## src/rtl/ptw_pkg.sv

```systemverilog
package ptw_pkg;

  // entry flag positions the walker decodes
  localparam int unsigned FLAG_PRESENT  = 0;
  localparam int unsigned FLAG_WRITABLE = 1;
  localparam int unsigned FLAG_USER     = 2;
  localparam int unsigned FLAG_ACCESSED = 5;
  localparam int unsigned FLAG_DIRTY    = 6;

  typedef enum logic [2:0] {
    WS_IDLE,
    WS_RD_REQ,
    WS_RD_WAIT,
    WS_CHECK,
    WS_WB_REQ,
    WS_DONE,
    WS_FAULT
  } walk_state_e;

  typedef enum logic [1:0] {
    WF_NONE        = 2'd0,
    WF_NOT_PRESENT = 2'd1,
    WF_PROTECTION  = 2'd2
  } walk_fault_e;

endpackage

```

## src/rtl/ptw_index_sel.sv

```systemverilog
module ptw_index_sel #(
  parameter int LEVELS = 4,
  parameter int IDX_W  = 9,
  parameter int OFF_W  = 12,
  parameter int VA_W   = OFF_W + LEVELS * IDX_W,
  parameter int LCNT_W = (LEVELS > 1) ? $clog2(LEVELS) : 1
) (
  input  logic [VA_W-1:0]   vaddr,
  input  logic [LCNT_W-1:0] lvl,
  output logic [IDX_W-1:0]  idx
);

  logic [IDX_W-1:0] fields [LEVELS];

  // level 0 is the top table, taking the highest index field
  for (genvar g = 0; g < LEVELS; g++) begin : g_field
    assign fields[g] = vaddr[OFF_W + (LEVELS - 1 - g) * IDX_W +: IDX_W];
  end

  always_comb begin
    idx = '0;
    for (int i = 0; i < LEVELS; i++) begin
      if (lvl == LCNT_W'(i)) idx = fields[i];
    end
  end

endmodule

```

## src/rtl/ptw_entry_addr.sv

```systemverilog
module ptw_entry_addr #(
  parameter int IDX_W = 9,
  parameter int OFF_W = 12,
  parameter int PA_W  = 52,
  parameter int PPN_W = PA_W - OFF_W
) (
  input  logic [PPN_W-1:0] table_ppn,
  input  logic [IDX_W-1:0] idx,
  output logic [PA_W-1:0]  entry_pa
);

  localparam int ENTRY_BYTES = 8;

  // table base page times page size, plus index times entry size
  function automatic logic [PA_W-1:0] slot_address(input logic [PPN_W-1:0] ppn,
                                                   input logic [IDX_W-1:0] i);
    logic [PA_W-1:0] base;
    logic [PA_W-1:0] disp;
    base = {ppn, {OFF_W{1'b0}}};
    disp = PA_W'(i) * PA_W'(ENTRY_BYTES);
    return base + disp;
  endfunction

  assign entry_pa = slot_address(table_ppn, idx);

endmodule

```

## src/rtl/ptw_entry_check.sv

```systemverilog
module ptw_entry_check
  import ptw_pkg::*;
#(
  parameter int ENTRY_W = 64,
  parameter int OFF_W   = 12,
  parameter int PA_W    = 52,
  parameter int PPN_W   = PA_W - OFF_W
) (
  input  logic [ENTRY_W-1:0] entry,
  input  logic               is_write,
  input  logic               is_user,
  input  logic               is_leaf,
  output logic               not_present,
  output logic               prot_viol,
  output logic               needs_wb,
  output logic [ENTRY_W-1:0] entry_upd,
  output logic [PPN_W-1:0]   next_ppn
);

  function automatic logic perm_denied(input logic [ENTRY_W-1:0] e,
                                       input logic wr, input logic usr);
    return (wr && !e[FLAG_WRITABLE]) || (usr && !e[FLAG_USER]);
  endfunction

  function automatic logic [ENTRY_W-1:0] mark_usage(input logic [ENTRY_W-1:0] e,
                                                    input logic wr, input logic leaf);
    logic [ENTRY_W-1:0] r;
    r = e;
    r[FLAG_ACCESSED] = 1'b1;
    if (wr && leaf) r[FLAG_DIRTY] = 1'b1;
    return r;
  endfunction

  assign not_present = !entry[FLAG_PRESENT];
  assign prot_viol   = perm_denied(entry, is_write, is_user);
  assign entry_upd   = mark_usage(entry, is_write, is_leaf);
  assign needs_wb    = (entry_upd != entry);
  assign next_ppn    = entry[OFF_W + PPN_W - 1:OFF_W];

endmodule

```

## src/rtl/pt_walk4.sv

```systemverilog
module pt_walk4
  import ptw_pkg::*;
#(
  parameter int LEVELS  = 4,
  parameter int IDX_W   = 9,
  parameter int OFF_W   = 12,
  parameter int PA_W    = 52,
  parameter int ENTRY_W = 64,
  parameter int VA_W    = OFF_W + LEVELS * IDX_W,
  parameter int LVL_W   = $clog2(LEVELS + 1)
) (
  input  logic               clk,
  input  logic               rst_n,
  input  logic [PA_W-1:0]    root_base,
  input  logic               req_valid,
  output logic               req_ready,
  input  logic [VA_W-1:0]    req_vaddr,
  input  logic               req_write,
  input  logic               req_user,
  output logic               mem_req_valid,
  input  logic               mem_req_ready,
  output logic               mem_req_write,
  output logic [PA_W-1:0]    mem_req_addr,
  output logic [ENTRY_W-1:0] mem_req_wdata,
  input  logic               mem_rsp_valid,
  input  logic [ENTRY_W-1:0] mem_rsp_rdata,
  output logic               res_valid,
  output logic [1:0]         res_fault,
  output logic [LVL_W-1:0]   res_level,
  output logic [PA_W-1:0]    res_paddr
);

  localparam int PPN_W  = PA_W - OFF_W;
  localparam int LCNT_W = (LEVELS > 1) ? $clog2(LEVELS) : 1;
  localparam logic [LCNT_W-1:0] LAST_LVL = LCNT_W'(LEVELS - 1);

  walk_state_e        state_q;
  logic [VA_W-1:0]    va_q;
  logic               wr_q;
  logic               user_q;
  logic [PPN_W-1:0]   tbl_q;
  logic [LCNT_W-1:0]  lvl_q;
  logic [ENTRY_W-1:0] entry_q;
  walk_fault_e        fault_q;
  logic [LVL_W-1:0]   level_q;
  logic [PA_W-1:0]    paddr_q;

  logic [IDX_W-1:0]   cur_idx;
  logic [PA_W-1:0]    cur_entry_pa;
  logic               chk_not_present;
  logic               chk_prot;
  logic               chk_needs_wb;
  logic [ENTRY_W-1:0] chk_entry_upd;
  logic [PPN_W-1:0]   chk_next_ppn;
  logic               at_leaf;
  logic [LVL_W-1:0]   cur_level;

  // named internal events
  logic walk_start;
  logic rd_fire;
  logic rsp_take;
  logic wb_fire;
  logic step_fwd;
  logic fault_hit;

  ptw_index_sel #(
    .LEVELS(LEVELS), .IDX_W(IDX_W), .OFF_W(OFF_W), .VA_W(VA_W), .LCNT_W(LCNT_W)
  ) u_idx (
    .vaddr(va_q), .lvl(lvl_q), .idx(cur_idx)
  );

  ptw_entry_addr #(
    .IDX_W(IDX_W), .OFF_W(OFF_W), .PA_W(PA_W), .PPN_W(PPN_W)
  ) u_addr (
    .table_ppn(tbl_q), .idx(cur_idx), .entry_pa(cur_entry_pa)
  );

  ptw_entry_check #(
    .ENTRY_W(ENTRY_W), .OFF_W(OFF_W), .PA_W(PA_W), .PPN_W(PPN_W)
  ) u_chk (
    .entry(entry_q), .is_write(wr_q), .is_user(user_q), .is_leaf(at_leaf),
    .not_present(chk_not_present), .prot_viol(chk_prot), .needs_wb(chk_needs_wb),
    .entry_upd(chk_entry_upd), .next_ppn(chk_next_ppn)
  );

  assign at_leaf   = (lvl_q == LAST_LVL);
  assign cur_level = LVL_W'(lvl_q) + LVL_W'(1);

  assign walk_start = (state_q == WS_IDLE) && req_valid;
  assign rd_fire    = (state_q == WS_RD_REQ) && mem_req_ready;
  assign rsp_take   = (state_q == WS_RD_WAIT) && mem_rsp_valid;
  assign wb_fire    = (state_q == WS_WB_REQ) && mem_req_ready;
  assign fault_hit  = (state_q == WS_CHECK) && (chk_not_present || chk_prot);
  assign step_fwd   = ((state_q == WS_CHECK) && !chk_not_present && !chk_prot && !chk_needs_wb)
                    || wb_fire;

  assign req_ready     = (state_q == WS_IDLE);
  assign mem_req_valid = (state_q == WS_RD_REQ) || (state_q == WS_WB_REQ);
  assign mem_req_write = (state_q == WS_WB_REQ);
  assign mem_req_addr  = cur_entry_pa;
  assign mem_req_wdata = (state_q == WS_WB_REQ) ? chk_entry_upd : '0;

  assign res_valid = (state_q == WS_DONE) || (state_q == WS_FAULT);
  assign res_fault = fault_q;
  assign res_level = level_q;
  assign res_paddr = paddr_q;

  always_ff @(posedge clk or negedge rst_n) begin
    if (!rst_n) begin
      state_q <= WS_IDLE;
      va_q    <= '0;
      wr_q    <= 1'b0;
      user_q  <= 1'b0;
      tbl_q   <= '0;
      lvl_q   <= '0;
      entry_q <= '0;
      fault_q <= WF_NONE;
      level_q <= '0;
      paddr_q <= '0;
    end else begin
      case (state_q)
        WS_IDLE: begin
          if (walk_start) begin
            va_q    <= req_vaddr;
            wr_q    <= req_write;
            user_q  <= req_user;
            tbl_q   <= root_base[PA_W-1:OFF_W];
            lvl_q   <= '0;
            state_q <= WS_RD_REQ;
          end
        end
        WS_RD_REQ:  if (rd_fire) state_q <= WS_RD_WAIT;
        WS_RD_WAIT: begin
          if (rsp_take) begin
            entry_q <= mem_rsp_rdata;
            state_q <= WS_CHECK;
          end
        end
        WS_CHECK: begin
          if (chk_not_present) begin
            fault_q <= WF_NOT_PRESENT;
            level_q <= cur_level;
            paddr_q <= '0;
            state_q <= WS_FAULT;
          end else if (chk_prot) begin
            fault_q <= WF_PROTECTION;
            level_q <= cur_level;
            paddr_q <= '0;
            state_q <= WS_FAULT;
          end else if (chk_needs_wb) begin
            state_q <= WS_WB_REQ;
          end
        end
        WS_WB_REQ: ;
        default:   state_q <= WS_IDLE;
      endcase

      if (step_fwd) begin
        if (at_leaf) begin
          fault_q <= WF_NONE;
          level_q <= cur_level;
          paddr_q <= {chk_next_ppn, va_q[OFF_W-1:0]};
          state_q <= WS_DONE;
        end else begin
          tbl_q   <= chk_next_ppn;
          lvl_q   <= lvl_q + LCNT_W'(1);
          state_q <= WS_RD_REQ;
        end
      end
    end
  end

  // ---------------- assertions ----------------
  assert_idle_quiet_R9: assert property (@(posedge clk) disable iff (!rst_n)
    req_ready |-> (!mem_req_valid && !res_valid));

  assert_busy_after_accept_R9: assert property (@(posedge clk) disable iff (!rst_n)
    (req_ready && req_valid) |=> !req_ready);

  assert_mem_hold_R11: assert property (@(posedge clk) disable iff (!rst_n)
    (mem_req_valid && !mem_req_ready) |=>
      (mem_req_valid && $stable(mem_req_addr) && $stable(mem_req_write)));

  assert_single_pulse_R10: assert property (@(posedge clk) disable iff (!rst_n)
    res_valid |=> (!res_valid && req_ready));

  assert_entry_aligned_R3: assert property (@(posedge clk) disable iff (!rst_n)
    mem_req_valid |-> (mem_req_addr[2:0] == 3'b000));

  assert_wb_accessed_R7: assert property (@(posedge clk) disable iff (!rst_n)
    (mem_req_valid && mem_req_write) |-> mem_req_wdata[FLAG_ACCESSED]);

  assert_wb_present_R4: assert property (@(posedge clk) disable iff (!rst_n)
    (mem_req_valid && mem_req_write) |-> entry_q[FLAG_PRESENT]);

  assert_dirty_on_read_R8: assert property (@(posedge clk) disable iff (!rst_n)
    (mem_req_valid && mem_req_write && !wr_q) |->
      (mem_req_wdata[FLAG_DIRTY] == entry_q[FLAG_DIRTY]));

  assert_fault_level_R4: assert property (@(posedge clk) disable iff (!rst_n)
    (res_valid && res_fault != 2'd0) |->
      (res_level >= LVL_W'(1) && res_level <= LVL_W'(LEVELS)));

  assert_offset_kept_R2: assert property (@(posedge clk) disable iff (!rst_n)
    (res_valid && res_fault == 2'd0) |->
      (res_paddr[OFF_W-1:0] == va_q[OFF_W-1:0] && res_level == LVL_W'(LEVELS)));

endmodule

```

## config.mk

```make
export PLATFORM = sky130hd
export DESIGN_NAME = pt_walk4
export DESIGN_NICKNAME = d
export VERILOG_FILES = /design/src/rtl/ptw_pkg.sv /design/src/rtl/ptw_index_sel.sv /design/src/rtl/ptw_entry_addr.sv /design/src/rtl/ptw_entry_check.sv /design/src/rtl/pt_walk4.sv
export SDC_FILE = /design/constraint.sdc
export NUM_CORES = 1
export LEC_CHECK = 0
export BUFFER_PORTS_ARGS = -buffer_cell sky130_fd_sc_hd__buf_2
export CAP_MARGIN = 5
export CORE_UTILIZATION = 54
export DETAILED_ROUTE_END_ITERATION = 16
export PLACE_DENSITY_LB_ADDON = 0.3
export SLEW_MARGIN = 5
export SYNTH_ARGS = -nofsm -noshare
export SYNTH_HDL_FRONTEND = slang
export SYNTH_SLANG_ARGS = --single-unit
```

## constraint.sdc

```tcl
create_clock -name clk -period 4.3 [get_ports clk]
set_clock_uncertainty 0.15 [all_clocks]
set_input_delay 0.86 -clock clk [delete_from_list [all_inputs] [get_ports clk]]
set_output_delay 0.86 -clock clk [all_outputs]
set_load 0.01 [all_outputs]
```

## Word-level counts from Yosys, hierarchy flattened

Cells that the tools add are included.

| storage, ports and cells | value |
|---|---|
| output and inout port bits | 177 |
| flip-flop bits (word level) | 216 |

| operators by class | value |
|---|---|
| mux-type cells | 38 |
| reductions and logical operators | 23 |
| add/subtract/negate cells | 3 |
| equal/unequal tests | 15 |

Operator list:

| cell | number |
|---|---|
| $mux W52 | 5 |
| $mux W40 | 4 |
| $mux W64 | 1 |
| $add A52 B12 Y52 | 1 |
| $mux W3 | 13 |
| $mux W9 | 4 |
| $mux W2 | 9 |
| $pmux W3 S5 | 1 |
| $logic_and A1 B1 Y1 | 10 |
| $eq A3 B3 Y1 const B | 3 |
| $eq A3 B2 Y1 const B | 2 |
| $ne A3 B3 Y1 const B | 2 |
| $ne A5 B5 Y1 const B | 1 |
| $reduce_and A5 Y1 | 1 |
| $eq A2 B2 Y1 const B | 2 |
| $logic_not A1 Y1 | 4 |
| $logic_or A1 B1 Y1 | 4 |
| $reduce_and A2 Y1 | 2 |
| $add A2 B1 Y3 const B | 1 |
| $eq A3 B1 Y1 const B | 1 |
| $logic_not A3 Y1 | 1 |
| $ne A3 B1 Y1 const B | 1 |
| $add A2 B1 Y2 const B | 1 |
| $eq A2 B1 Y1 const B | 1 |
| other kinds (4) | 4 |

## Depth between registers and ports, before layout

Gate-level depths: netlist of the first run.

| depth | value |
|---|---|
| depth after elaboration | 9 |
| depth in mapped cells | 7 |
| depth with buffers taken out | 6 |

## By module

From an unflattened synthesis of the first run, not the netlist that was laid out.

| second synthesis, totals | value |
|---|---|
| cells, all modules | 947 |
| area total of the unflattened synthesis | 10642.7 um^2 |

By module, submodules not included:

| module | cells an instance | times used | area an instance (um^2) | sequential area each (um^2) |
|---|---|---|---|---|
| pt_walk4 | 772 | 1 | 9210.1 | 5405.2 |
| ptw_entry_check | 111 | 1 | 819.5 | 0.0 |
| ptw_entry_addr | 53 | 1 | 394.1 | 0.0 |
| ptw_index_sel | 11 | 1 | 219.0 | 0.0 |

## Worst setup path after synthesis of the first run

No wires, ideal clock.

| path | value |
|---|---|
| path type | reg-to-output |
| start point | register state_q[0] |
| end point | output mem_req_wdata[54] |
| cell stages (with the launch flop) | 6 |
| arrival time | 1.514 ns |
| setup slack | 1.776 ns |
| cells stage by stage | dfrtp_1 buf_2 nor3b_2 clkbuf_1 clkbuf_1 and2_1 |

| between the ends | value |
|---|---|
| word-level cells in the longest chain between the ends | 2 |

RTL lines:

| element | line | RTL |
|---|---|---|
| start: declaration | pt_walk4.sv:37 | `walk_state_e state_q;` |
| start signal: assignment | pt_walk4.sv:110 | `state_q <= WS_IDLE;` |
| start signal: assignment | pt_walk4.sv:129 | `state_q <= WS_RD_REQ;` |
| start signal: assignment | pt_walk4.sv:132 | `WS_RD_REQ: if (rd_fire) state_q <= WS_RD_WAIT;` |
| $eq A3 B3 Y1 | n/a |  |
| via mem_req_write | pt_walk4.sv:22 | `output logic mem_req_write,` |
| $mux W64 | pt_walk4.sv:101 | `assign mem_req_wdata = (state_q == WS_WB_REQ) ? chk_entry_upd : '0;` |
| end: declaration | pt_walk4.sv:24 | `output logic [ENTRY_W-1:0] mem_req_wdata,` |

The timed path passes the listed nets, and every way through them passes these cells.

## Worst setup path in the final report of the first run

| path | value |
|---|---|
| start point | register state_q[2] |
| end point | output mem_req_wdata[19] |

| between the ends | value |
|---|---|
| word-level cells in the longest chain between the ends | 2 |

RTL lines:

| element | line |
|---|---|
| $eq A3 B3 Y1 | pt_walk4.sv:101 |
| $mux W64 | pt_walk4.sv:101 |

No other way between the ends.

==> results.md, run 1 <==
* Async SR Flop Fraction at 100%
* Initial DRC Count at 354
* CTS Root Cell: clkbuf_16
* R2R setup slack at roughly 1.2 ns
* Detailed-route via count at 7274
* Synth warn at 0
* Power Density at 680 mW/mm2
* CTS Buf Count at 24
* Worst path required time at 3.29 ns
* Max cap viols at 0
* Gate Count Post-Synth at 843
* Switching share of power at 35.0%
* Worst-margin pin slew at between 1 and 1.5 ns
* Nets@finish at around 1300
* Global-route wire length before repair at 37900 um
* EDFF count, synth at 0
* GRT Overall Usage at between 20% and 30%
* Synthesized flop and latch total at 216
* DR DRC count at 0
* Syn-to-layout area delta at 26.1%
* Post-synthesis cell area at 0.00969 mm2
* Status: finished, final reports clean
* Max clock buf depth at 3
* FMAX at 278 MHz
* IO Port Bufs at 332
* # hold bufs at CTS at 0
* Clock latency on the worst-skew pair at between 0.5 and 0.6 ns
* Antenna Violating Nets Remaining at 0
* CP Class: flop to output port
* Drt wl/cell at 17.5 um
* Clk pwr share at 23.3%
* FF-to-FF path depth at 6
* WP data arrival at 2.58 ns
* Gate power share at 36.6%
* Number of post-CTS setup repair buffers at 0
* Setup-failing EPs final at 0
* DP HPWL at 16300 um
* Util after Layout at 70.1%
* Vias in the first global route at 7393
* Crit-path max FO at 30
* Period utilization at 83.5%
* Layout cells sized above 1 at 38.6%
* Pin count of the biggest net entering global routing at 122
* Unrepaired setup endpoints after global routing: false
* Core ar. at roughly 0.017 mm2
* R2R Path End: lvl_q[1]
* Via-to-Cell Ratio at 5.22
* Initial antenna violation count at 2
* Final Max Slew Viols at 0
* I/O pin count at 348
* Die H at 136 um
* Post-synthesis sequential area ratio at between 50% and 60%
* Die width at 136 um
* Ys flop type: dfrtp_1
* Minimum clock period at between 3 and 4 ns
* GR Overflow Total at 0
* Initial DRT Pass Iterations at 5
* Row Count at 48
* Critical path startpoint category: flop
* Min-Delay Path Class: primary input to asynchronous set/reset pin
* Filler instances at 1317
* GP Congestion at 0.791
* Sink Count at between 200 and 250
* P_int at 5390 uW
* CP startpoint: state_q[2]
* Starting Density at 55.6%
* Synth unique cells at 39
* Setup crit end kind: output port
* Max-slew headroom at 27.3%
* Worst-path clk slew at 0.06 ns
* Reg-to-Reg Start: state_q[2]
* P_sw at 2910 uW
* Lkg Pwr at 0.00640 uW
* Die ar. at 0.0185 mm2
* H-tree levels at 1
* Post-CTS resize count at 0
* Worst VDD drop at 404 uV
* CTS tree: built
* Number of hold violations in the final report at 0
* Setup_tns at 0 ns
* Routed WL at 24300 um
* Avg Cell Area, Syn at 11.5 um2
* Seq pwr share at between 40% and 50%
## synth_stat cells (2+ instances only)
master     count  area (um2)
a21oi_1        5        25.0
nand2b_1       3        18.8
o31ai_1        8        60.1
a221oi_1       8        70.1
inv_1         56         210
ha_1           4        50.1
nand4_1        2        12.5
buf_4         15         113
clkbuf_1      19        71.3
nand3b_1       2        15.0
nand3_1        5        25.0
o21ai_0       55         275
nor3b_1        2        15.0
and2_1        65         407
a2111oi_0      2        17.5
mux2_2        66         743
dfrtp_1      216        5410
nor2_1         6        22.5
buf_1          9        33.8
nand2_1      117         439
mux2i_1      133        1330
buf_6          5        56.3
buf_2         12        60.1
nor2b_1       11        68.8
nor3_1         3        15.0
## layout make-up
cell class | count | area (um2) | area share, %
well taps | 225 | 282 | 2.30
repair buffers | 341 | 1790 | 14.6
clock inverters | 7 | 37.5 | 0.307
diodes | 2 | 5.00 | 0.0410
multi-input cells | 513 | 3780 | 30.9
clock buffers | 34 | 709 | 5.81
flip-flops and latches | 216 | 5410 | 44.2
inverters | 56 | 210 | 1.72
## worst max-delay path by stage
| stage | to | cells past startpoint | slack [ns] |
|---|---|---|---|
| global placement | lvl_q[1] | 6 | 1.19 |
| detailed placement | lvl_q[1] | 6 | 1.17 |
| finish | mem_req_wdata[19] | 4 | 0.71 |
| floorplan | mem_req_wdata[54] | 5 | 1.78 |
| CTS | mem_req_wdata[19] | 4 | 0.66 |
| global route | mem_req_wdata[19] | 4 | 0.56 |
## logic make-up (layout without fill, tap and decap cells)
group	Yosys count	count (layout)	synth area share, %
AOI/OAI and AO/OA	85	85	5.30
xor gates and xnor gates	2	2	0.181
adders and majority gates	4	4	0.517
buffers and inverters	116	438	5.62
DFF	216	216	55.8
muxes	199	199	21.4
other	1	5	0.0387
and+or+nand+nor	220	220	11.1
## placed cells by master, fill, tap and decap left out, types with 3 or more instances in the layout
cell type	count
a21oi_1	5
a221oi_1	8
and2_1	64
buf_12	4
buf_2	331
buf_4	5
clkbuf_1	4
clkbuf_16	25
clkbuf_8	5
clkinv_2	6
conb_1	3
dfrtp_1	216
ha_1	4
inv_1	56
mux2_2	66
mux2i_1	133
nand2_1	117
nand2b_1	3
nand3_1	5
nor2_1	6
nor2b_1	11
nor3_1	3
o21ai_0	55
o31ai_1	8
## flip-flops by register name (all words and copies together), names as in the netlist
name       flops
entry_q       64
lvl_q          2
res_fault      2
res_level      3
res_paddr     52
state_q        3
tbl_q         40
user_q         1
va_q          48
wr_q           1
## through the flow
step,hold WS (ns),total power [uW],std cells,instance area (um2),worst slack [ns]
4_1_cts,0.350,8360,1392,12200,0.655
6_report,0.320,8300,1394,12200,0.708
2_1_floorplan,0.322,5250,845,9700,1.78
5_1_grt,0.359,8820,1393,12200,0.561
3_5_place_dp,0.336,6400,1351,11500,1.17
3_3_place_gp,0.328,6270,1351,11500,1.19
## worst max-delay path, stage by stage, from the launching register on
cell	delay [ns]
dfrtp_1	0.58
nor3b_4	0.73
buf_4	0.44
and2_1	0.20
buf_2	0.13
## power by group through the flow
stage | Combinational (uW) | Clock [uW] | Sequential (uW)
after CTS | 3060 | 1960 | 3330
after global placement | 2950 | 0 | 3320
after floorplan | 1900 | 0 | 3340
after detailed placement | 3040 | 0 | 3350
after global routing | 3330 | 2050 | 3440
final | 3040 | 1930 | 3330
## layer usage
metal	track usage (%)	up-vias	routed length (um)	share of wire [%]
met2	44.5	289	12100	50
met3	6.94	46	1840	7.5
met4	9.57	0	688	2.8
met1	33.1	3518	9740	40
met5	0	-	0	0
li1	-	3421	-	-
(Power assumes the default switching activity.)
==> run 2: changes to the inputs <==
CORE_UTILIZATION = 50   (was 54)
clock period = 3.7 ns   (was 4.3 ns; I/O delays follow)
==> run 2 against run 1 <==
Effect of this change:
- final cell count is 2.9% higher
- flip-flop and latch count stayed put
- critical endpoint is now mem_req_wdata[32]
- wire length is 0.11% lower
- critical path type unchanged
- sequential share of layout area is 0.31 points lower
- non-clock buffer count is 4 higher
- critical path depth stayed put
- worst hold slack worse by 0.19 ns
- die area is 7.9% higher
- global-route usage is 1.8 points lower
==> results.md, run 2 (synthesis results as in run 1) <==
* CTS Root Cell: clkbuf_16 (unchanged)
* Crit-path max FO at 33 (was 30)
* Max-slew headroom at 40.3% (was 27.3%)
* Via-to-Cell Ratio at 5.03 (was 5.22)
* Cell Chain, Critical Path: nor3b_4, buf_4, and2_1, buf_2 (unchanged)
* GRT Overall Usage at 24.7% (was 26.6%)
* Max clock buf depth at 3 (unchanged)
* Largest Register: entry_q (unchanged)
* Drt wl/cell at 17.0 um (was 17.5 um)
* Syn-to-layout area delta at 27.0% (was 26.1%)
* Nets@finish at 1330 (was 1327)
* Crit-path max cell delay at 0.63 ns (was 0.73 ns)
* Antenna Violating Nets Remaining at 0 (unchanged)
* Worst path required time at 2.81 ns (was 3.29 ns)
* Hold Slack at 0.127 ns (was 0.320 ns)
* GR Overflow Total at 0 (unchanged)
* Unrepaired setup endpoints after global routing: false (unchanged)
* Status: finished, final reports clean (unchanged)
* Reg-to-Reg Start: state_q[2] (unchanged)
* Max cap viols at 0 (unchanged)
* H-tree levels at 1 (unchanged)
* R2R setup slack at 0.92 ns (was 1.19 ns)
* Worst-margin pin slew at 0.895 ns (was 1.09 ns)
* FF-to-FF path depth at 6 (unchanged)
* Die ar. at 0.0199 mm2 (was 0.0185 mm2)
* Delay-heaviest family, CP: simple AND/OR/NAND/NOR gates (unchanged)
* IO Port Bufs at 332 (unchanged)
* Layout cells sized above 1 at 38.9% (was 38.6%)
* Initial DRC Count at 240 (was 354)
* Lkg Pwr at 0.00643 uW (was 0.00640 uW)
* CP Class: flop to output port (unchanged)
* CP startpoint: state_q[2] (unchanged)
* Crit path buffers/inverters at 2 (unchanged)
* Routed WL at 24300 um (about the same)
* Pin count of the biggest net entering global routing at 116 (was 122)
* Core ar. at 0.0188 mm2 (was 0.0174 mm2)
* Power Density at 786 mW/mm2 (was 680 mW/mm2)
* Number of post-CTS setup repair buffers at 0 (unchanged)
* Sink Count at 216 (unchanged)
* CTS tree: built (unchanged)
* Die width at 141 um (was 136 um)
* Setup crit end kind: output port (unchanged)
* # hold bufs at CTS at 0 (unchanged)
* Commonest non-fill, non-tap cell in the layout: buf_2 (unchanged)
* Clock latency on the worst-skew pair at 0.51 ns (about the same)
* Worst VDD drop at 471 uV (was 404 uV)
* Row Count at 50 (was 48)
* Post-CTS resize count at 0 (unchanged)
* Minimum clock period at 3.41 ns
* Die H at 141 um (was 136 um)
* Slowest-stage cell, CP: nor3b_4 (unchanged)
* Global-route wire length before repair at 38800 um (was 37900 um)
* Number of hold violations in the final report at 0 (unchanged)
* FMAX at roughly 300 MHz
* Initial antenna violation count at 2 (unchanged)
* Starting Density at 51.4% (was 55.6%)
* Detailed-route via count at 7220 (was 7274)
* Period utilization at 92.2%
* Util after Layout at 65.3% (was 70.1%)
* Filler instances at 1529 (was 1317)
* Initial DRT Pass Iterations at 4 (was 5)
* Final Max Slew Viols at 0 (unchanged)
* I/O pin count at 348 (unchanged)
* Most frequent cells in the layout: 331 x buf_2, 216 x dfrtp_1, 133 x mux2i_1 (unchanged)
* Max reg flops at 64 (unchanged)
* WP data arrival at 2.52 ns (was 2.58 ns)
* GP Congestion at 0.802 (was 0.791)
* CTS Buf Count at 23 (was 24)
* DR DRC count at 0 (unchanged)
* Worst-path clk slew at 0.06 ns (about the same)
* Setup-failing EPs final at 0 (unchanged)
* Vias in the first global route at 7524 (was 7393)
* Min-Delay Path Class: primary input to asynchronous set/reset pin (unchanged)
* DP HPWL at 16800 um (was 16300 um)
* R2R Path End: lvl_q[1] (unchanged)
* Setup_tns at 0 ns (unchanged)
* Critical path startpoint category: flop (unchanged)
## run 2: final cells by class
type                    count  area, um2  share of cell area (%)
flip-flops and latches    216       5410                    43.9
multi-input cells         513       3780                    30.7
repair buffers            345       1830                    14.9
clock buffers              30        632                    5.14
well taps                 260        325                    2.64
inverters                  56        210                    1.71
clock inverters            11        111                   0.905
diodes                      3       7.51                  0.0610
## run 2: worst max path at each step
stage,end,slack [ns],depth (start not counted)
6_report,mem_req_wdata[32],0.29,4
5_1_grt,mem_req_addr[8],0.12,6
4_1_cts,mem_req_wdata[32],0.26,4
3_5_place_dp,mem_req_wdata[27],0.82,4
3_3_place_gp,mem_req_addr[4],0.84,6
2_1_floorplan,mem_req_wdata[54],1.30,5
## run 2: per-layer routing
metal / GRT usage, % / vias to the layer above / part of all wire (%)
met3: 6.73 / 49 / 7.3
met5: 0 / - / 0
met1: 29.8 / 3508 / 41
met4: 8.07 / 0 / 3.1
met2: 42.8 / 228 / 48
li1: - / 3435 / -
## run 2: metrics by stage
| step | std cells | total power [uW] | instance area, um2 | setup WS [ns] |
|---|---|---|---|---|
| after floorplan | 845 | 6100 | 9700 | 1.30 |
| after global placement | 1390 | 7340 | 11500 | 0.836 |
| after detailed placement | 1390 | 7470 | 11500 | 0.821 |
| after CTS | 1431 | 9770 | 12300 | 0.262 |
| after global routing | 1432 | 10300 | 12300 | 0.116 |
| final | 1434 | 9670 | 12300 | 0.289 |
## run 2: worst register-to-register path, cell delays in order, from the launching register on
cell and delay, ns:
dfrtp_1 0.59, nor3b_4 0.63, buf_12 0.25, nand2_1 0.12
a21oi_4 0.14, buf_4 0.38, mux2_2 0.39
## run 2: power breakdown
group,leakage [uW],switching [uW],internal [uW],total (uW)
Clock,0.000370,934,1340,2280
Combinational,0.00337,1920,1620,3530
Sequential,0.00268,523,3340,3860
Total,0.00643,3380,6300,9670
